**src/rtl/usb_port_wake_seq.sv**
```systemverilog
module usb_port_wake_seq #(
  parameter int RESUME_CYCLES = 1_200_000,
  parameter int EOR_CYCLES    = 10
) (
  input  logic       clk,
  input  logic       rst_n,
  input  logic       sc_wr,
  input  logic [3:0] sc_wdata,
  input  logic       cmd_wr,
  input  logic       cmd_run,
  input  logic [1:0] line_state,
  input  logic       dev_hs,
  output logic       rd_force,
  output logic       rd_suspend,
  output logic       rd_power,
  output logic       rd_run,
  output logic       rd_pcd,
  output logic       drive_k,
  output logic       drive_se0,
  output logic       sof_en,
  output logic [2:0] port_state
);
  localparam int CNT_MAX = (RESUME_CYCLES > EOR_CYCLES) ? RESUME_CYCLES : EOR_CYCLES;
  localparam int CNT_W   = $clog2(CNT_MAX + 1);

  localparam logic [2:0] ST_OFF  = 3'd0;
  localparam logic [2:0] ST_FS   = 3'd1;
  localparam logic [2:0] ST_HS   = 3'd2;
  localparam logic [2:0] ST_SUSP = 3'd3;
  localparam logic [2:0] ST_RK   = 3'd4;
  localparam logic [2:0] ST_EOR  = 3'd5;

  localparam logic [1:0] LN_J = 2'b01;
  localparam logic [1:0] LN_K = 2'b10;

  logic [2:0]       st_q;
  logic [CNT_W-1:0] cnt_q;
  logic [1:0]       line_q;
  logic             force_q, susp_q, pwr_q, run_q, pcd_q, was_hs_q;

  wire pwr_next    = sc_wr ? sc_wdata[2] : pwr_q;
  wire in_idle     = (st_q == ST_FS) || (st_q == ST_HS);
  wire in_susp     = (st_q == ST_SUSP);
  wire remote_wake = in_susp && pwr_next && (line_q == LN_J) && (line_state == LN_K);
  wire sw_resume   = in_susp && sc_wr && sc_wdata[0] && sc_wdata[2];
  wire cnt_zero    = (cnt_q == '0);

  always_ff @(posedge clk or negedge rst_n) begin
    if (!rst_n) begin
      st_q     <= ST_OFF;
      cnt_q    <= '0;
      line_q   <= 2'b00;
      force_q  <= 1'b0;
      susp_q   <= 1'b0;
      pwr_q    <= 1'b0;
      run_q    <= 1'b0;
      pcd_q    <= 1'b0;
      was_hs_q <= 1'b0;
    end else begin
      line_q <= line_state;
      pwr_q  <= pwr_next;
      if (cmd_wr) run_q <= cmd_run;

      if (remote_wake)                pcd_q <= 1'b1;
      else if (sc_wr && sc_wdata[3])  pcd_q <= 1'b0;

      if (!pwr_next) begin
        st_q    <= ST_OFF;
        force_q <= 1'b0;
        susp_q  <= 1'b0;
        cnt_q   <= '0;
      end else begin
        case (st_q)
          ST_OFF: st_q <= dev_hs ? ST_HS : ST_FS;
          ST_FS, ST_HS: begin
            if (sc_wr && sc_wdata[1]) begin
              st_q     <= ST_SUSP;
              susp_q   <= 1'b1;
              was_hs_q <= (st_q == ST_HS);
            end
          end
          ST_SUSP: begin
            if (remote_wake || sw_resume) begin
              st_q    <= ST_RK;
              force_q <= 1'b1;
              cnt_q   <= CNT_W'(RESUME_CYCLES - 1);
            end
          end
          ST_RK: begin
            if (cnt_zero) begin
              st_q  <= ST_EOR;
              cnt_q <= CNT_W'(EOR_CYCLES - 1);
            end else begin
              cnt_q <= cnt_q - 1'b1;
            end
          end
          ST_EOR: begin
            if (cnt_zero) begin
              st_q    <= was_hs_q ? ST_HS : ST_FS;
              force_q <= 1'b0;
              susp_q  <= 1'b0;
            end else begin
              cnt_q <= cnt_q - 1'b1;
            end
          end
          default: st_q <= ST_OFF;
        endcase
      end
    end
  end

  assign rd_force   = force_q & pwr_q;
  assign rd_suspend = susp_q;
  assign rd_power   = pwr_q;
  assign rd_run     = run_q;
  assign rd_pcd     = pcd_q;
  assign drive_k    = (st_q == ST_RK);
  assign drive_se0  = (st_q == ST_EOR);
  assign sof_en     = run_q && pwr_q && in_idle;
  assign port_state = st_q;
endmodule

```
**config.mk**
```make
export PLATFORM = sky130hd
export DESIGN_NAME = usb_port_wake_seq
export DESIGN_NICKNAME = d
export VERILOG_FILES = /design/src/rtl/usb_port_wake_seq.sv
export SDC_FILE = /design/constraint.sdc
export NUM_CORES = 1
export LEC_CHECK = 0
export BUFFER_PORTS_ARGS = -buffer_cell sky130_fd_sc_hd__buf_2
export CAP_MARGIN = 20
export CORE_ASPECT_RATIO = 0.6
export CORE_MARGIN = 2
export CORE_UTILIZATION = 30
export CTS_BUF_LIST = sky130_fd_sc_hd__clkbuf_8
export CTS_CLUSTER_SIZE = 12
export DETAILED_ROUTE_END_ITERATION = 12
export MAX_ROUTING_LAYER = met4
export SLEW_MARGIN = 20
export SYNTH_ARGS = -nofsm -noshare
export SYNTH_HDL_FRONTEND = slang
export SYNTH_SLANG_ARGS = --single-unit
```
**constraint.sdc**
```tcl
create_clock -name clk -period 1.8 [get_ports clk]
set_clock_uncertainty 0.05 [all_clocks]
set_input_delay 0.18 -clock clk [delete_from_list [all_inputs] [get_ports clk]]
set_output_delay 0.18 -clock clk [all_outputs]
set_load 0.01 [all_outputs]
```
==> metrics.md <==
| Metric | Value |
|---|---|
| Outcome | `finished with violations` |
| Failing checks | `negative setup slack` |
| Crit Path Max Fanout | `14` |
| Flop2flop setup slack | `-0.18 ns` |
| Critical Path Sink Type | `flop` |
| Max reg flops | `21` |
| Reg power frac | `between 20% and 30%` |
| Least-Margin Pin Slew | `0.744 ns` |
| DR WL/cell | `16.3 um` |
| Tot Pwr | `3040 uW` |
| Final hold vios | `0` |
| Vias per cell | `~5.2` |
| Fin. max-slew vios | `0` |
| Distinct cells, synth | `60` |
| Clock Tree Buf Depth | `2` |
| Clk_lat worst skew | `a little under 0.3 ns` |
| # rows | `23` |
| Leading cell type in the layout, fill and taps excluded | `buf_4` |
| Worst R2R Start | `cnt_q[15]$_DFFE_PN0P_` |
| Clk pin slew, worst setup/hold paths | `approximately 0.070 ns` |
| Via count of the first global-routing pass | `1969` |
| Syn Area/Cell | `9.23 um^2` |
| Register area share after synthesis | `roughly two fifths` |
| DP Area | `approximately 2800 um^2` |
| DRC Markers | `0` |
| Origin of the worst setup path | `cnt_q[15]$_DFFE_PN0P_` |
| WS Path Type | `reg2reg` |
| Total Routing Usage GR | `around 20%` |
| Final Cycle Share | `110%` |
| Synth Register Bits | `32` |
| DRT iter0 DRCs | `175` |
| Asr flop ratio synth | `100%` |
| Top reg by flops | `cnt_q` |
| Hold WC Path Type | `in2reg` |
| Startpoint Class | `flop` |
| Crit path DAT | `~2.1 ns` |
| R2r endpoint | `cnt_q[2]$_DFFE_PN0P_` |
| Leak Pwr | `about 0.0015 uW` |
| First-pass GRT wire length | `~11000 um` |
| Psw | `about 1200 uW` |
| Ports | `23` |
| Post-synthesis simple-gate area fraction | `roughly a third` |
| Critical Path Sink | `cnt_q[2]$_DFFE_PN0P_` |
| Root buffer cell | `clkbuf_8` |
| DR top layer | `met4` |
| Post-synth top flop | `dfrtp_1` |
| Layout cells sized above 1 | `between 50 and 60%` |
| DR WL met3 | `about 450 um` |
| Slowest cell on the critical path | `dfrtp_1` |
| Xor and xnor area share after synthesis | `about 1.7%` |
| DP HPWL | `4700 um` |
| Maximum level of the CTS H-tree | `2` |
| Num CTS Buffers | `5` |
| GPL Wtd Cong | `0.978` |
| Vias | `between 2000 and 2500` |
| Unrepaired setup endpoints after global routing | `yes` |
| FF-to-FF path depth | `6` |
| Max cap viols | `0` |
| Combinational share of power | `53.1%` |
| Final instance area | `roughly 3200 um^2` |
| CORE AREA | `6680 um^2` |
| Adder-cell share of the synthesized area | `1.20%` |
| Antenna-violating nets left | `0` |
| Synth Cell Area | `approximately 2100 um^2` |
| Instance count of the mapped netlist | `225` |
| Largest family of logic cells by synthesized area | `simple AND/OR/NAND/NOR gates` |
| Met2 routed WL | `between 2000 and 3000 um` |
| Slew headroom | `approximately 50%` |
| Area delta synth->final | `54.6%` |
| VDD IR max | `between 300 and 400 uV` |
| Setup violators final | `24` |
| Final #Nets | `343` |
| Post-synth EDFFs | `0` |
| Routed WL | `between 6000 and 7000 um` |
| F_max | `roughly 510 MHz` |
| Syn. warnings | `0` |
| GRT overflow | `0` |
| Router iterations before antenna repair | `5` |
| Syn nets | `~240` |
| CTS tree | `built` |
| Die Wd | `111 um` |
| Die Y | `around 68 um` |
| Clk network pwr share | `about a fifth` |
| Switching part of the total | `38.5%` |
| CTS Sinks | `32` |
| Starting Density | `approximately 31%` |
| Pint | `between 1500 and 2000 uW` |
| Ant diodes | `0` |
| M1 WL | `3430 um` |
| Crit path required time | `~1.9 ns` |
| Largest net degree at the start of global routing | `33` |
| Initial antenna violation count | `0` |
| Complex-gate fraction of the synthesized area | `between 20% and 30%` |
| Crit-path cells | `nor4_4, nand3_2, nor4b_4, buf_12, o21ai_0, a32o_1` |
| Port bufs | `22` |
| Max incr delay on CP | `~0.41 ns` |
| Power per standard cell area | `948 nW/um^2` |
| Die ar. | `approximately 7600 um^2` |
| Mux contribution to synthesized area | `about 1%` |
| Post-route minimum period | `1.98 ns` |
| Setup WS post-layout | `-0.177 ns` |
| Commonest non-fill, non-tap cells in the layout | `69 x buf_4, 32 x dfrtp_1, 23 x nor2_1` |
-- cell families (layout without fill, tap and decap cells) --
kind of cell	after synthesis	count (layout)
buffers and inverters	18	123
and+or+nand+nor	102	102
muxes	2	2
xor gates and xnor gates	4	4
DFF	32	32
AOI/OAI and AO/OA	65	65
adders and majority gates	2	2
-- per-stage QoR --
| step | worst slack (ns) | hold WS (ns) | util, % | cells | TNS, ns |
|---|---|---|---|---|---|
| 4_1_cts | -0.129 | 0.0707 | 46.1 | 412 | -1.51 |
| 5_1_grt | -0.245 | 0.0773 | 48.1 | 417 | -4.52 |
| 6_report | -0.177 | 0.0730 | 48.1 | 417 | -2.26 |
| 2_1_floorplan | -0.172 | -0.166 | - | 225 | -1.80 |
| 3_3_place_gp | -0.202 | 0.243 | 41.7 | 393 | -2.62 |
| 3_5_place_dp | -0.211 | 0.252 | 41.7 | 393 | -2.84 |
-- cell type report --
type | instances | area (um^2)
clock buffers | 6 | 82.6
clock inverters | 2 | 7.51
fillers | 622 | 3470
inverters | 8 | 32.5
multi-input cells | 175 | 1370
flip-flops and latches | 32 | 801
well taps | 87 | 109
repair buffers | 107 | 813
-- power by group through the flow --
stage	registers (uW)	logic [uW]	clock network, uW
floorplan	877	737	0
global placement	853	1300	0
detailed placement	855	1300	0
CTS	843	1450	588
global route	851	1730	631
finish	844	1620	584
-- synth_stat cells, types with 3 or more instances --
master	count	share of area, %
a21oi_1	14	3.4
a21oi_2	3	1.3
a32o_1	3	1.4
and2_1	4	1.2
and3_1	6	1.8
buf_2	4	0.96
dfrtp_1	32	39
inv_1	6	1.1
nand2_1	24	4.3
nand2b_1	5	1.5
nand3_1	3	0.72
nor2_1	25	4.5
nor3_1	7	1.7
nor3_2	3	1.4
o21a_1	7	2.5
o21ai_0	7	1.7
o21ai_1	10	2.4
o22ai_1	4	1.2
xnor2_1	4	1.7
-- worst max-delay path, delay by kind of cell (launching register included) --
family	cells	cell delay, ns
compound gates	2	0.34
simple gates	3	0.86
buf+inv	1	0.19
flops	1	0.41
-- worst min path at each step --
stage / start / to / cells after the start
global route: cmd_run / rd_run$_DFFE_PN0P_ / 2
CTS: cmd_run / rd_run$_DFFE_PN0P_ / 2
global placement: rst_n / rd_run$_DFFE_PN0P_ / 1
floorplan: rst_n / cnt_q[0]$_DFFE_PN0P_ / 0
finish: cmd_run / rd_run$_DFFE_PN0P_ / 2
detailed placement: rst_n / cnt_q[4]$_DFFE_PN0P_ / 1
-- repair_timing --
action / 4_1_cts / 5_1_grt
hold endpoints to repair: 34 / 0
resized for setup: 25 / 24
hold buffers: 3 / 0
gates cloned: 0 / 0
pin swaps: 14 / 13
endpoints found under the setup margin: 25 / 27
buffers inserted: 9 / 7
-- per-layer routing --
layer / vias to the layer above / GRT usage, %
met5: - / -
met4: 0 / 6.33
met3: 10 / 3.10
met2: 84 / 26.4
met1: 1038 / 29.6
li1: 1022 / -
Power figures use the tool's default switching activity.
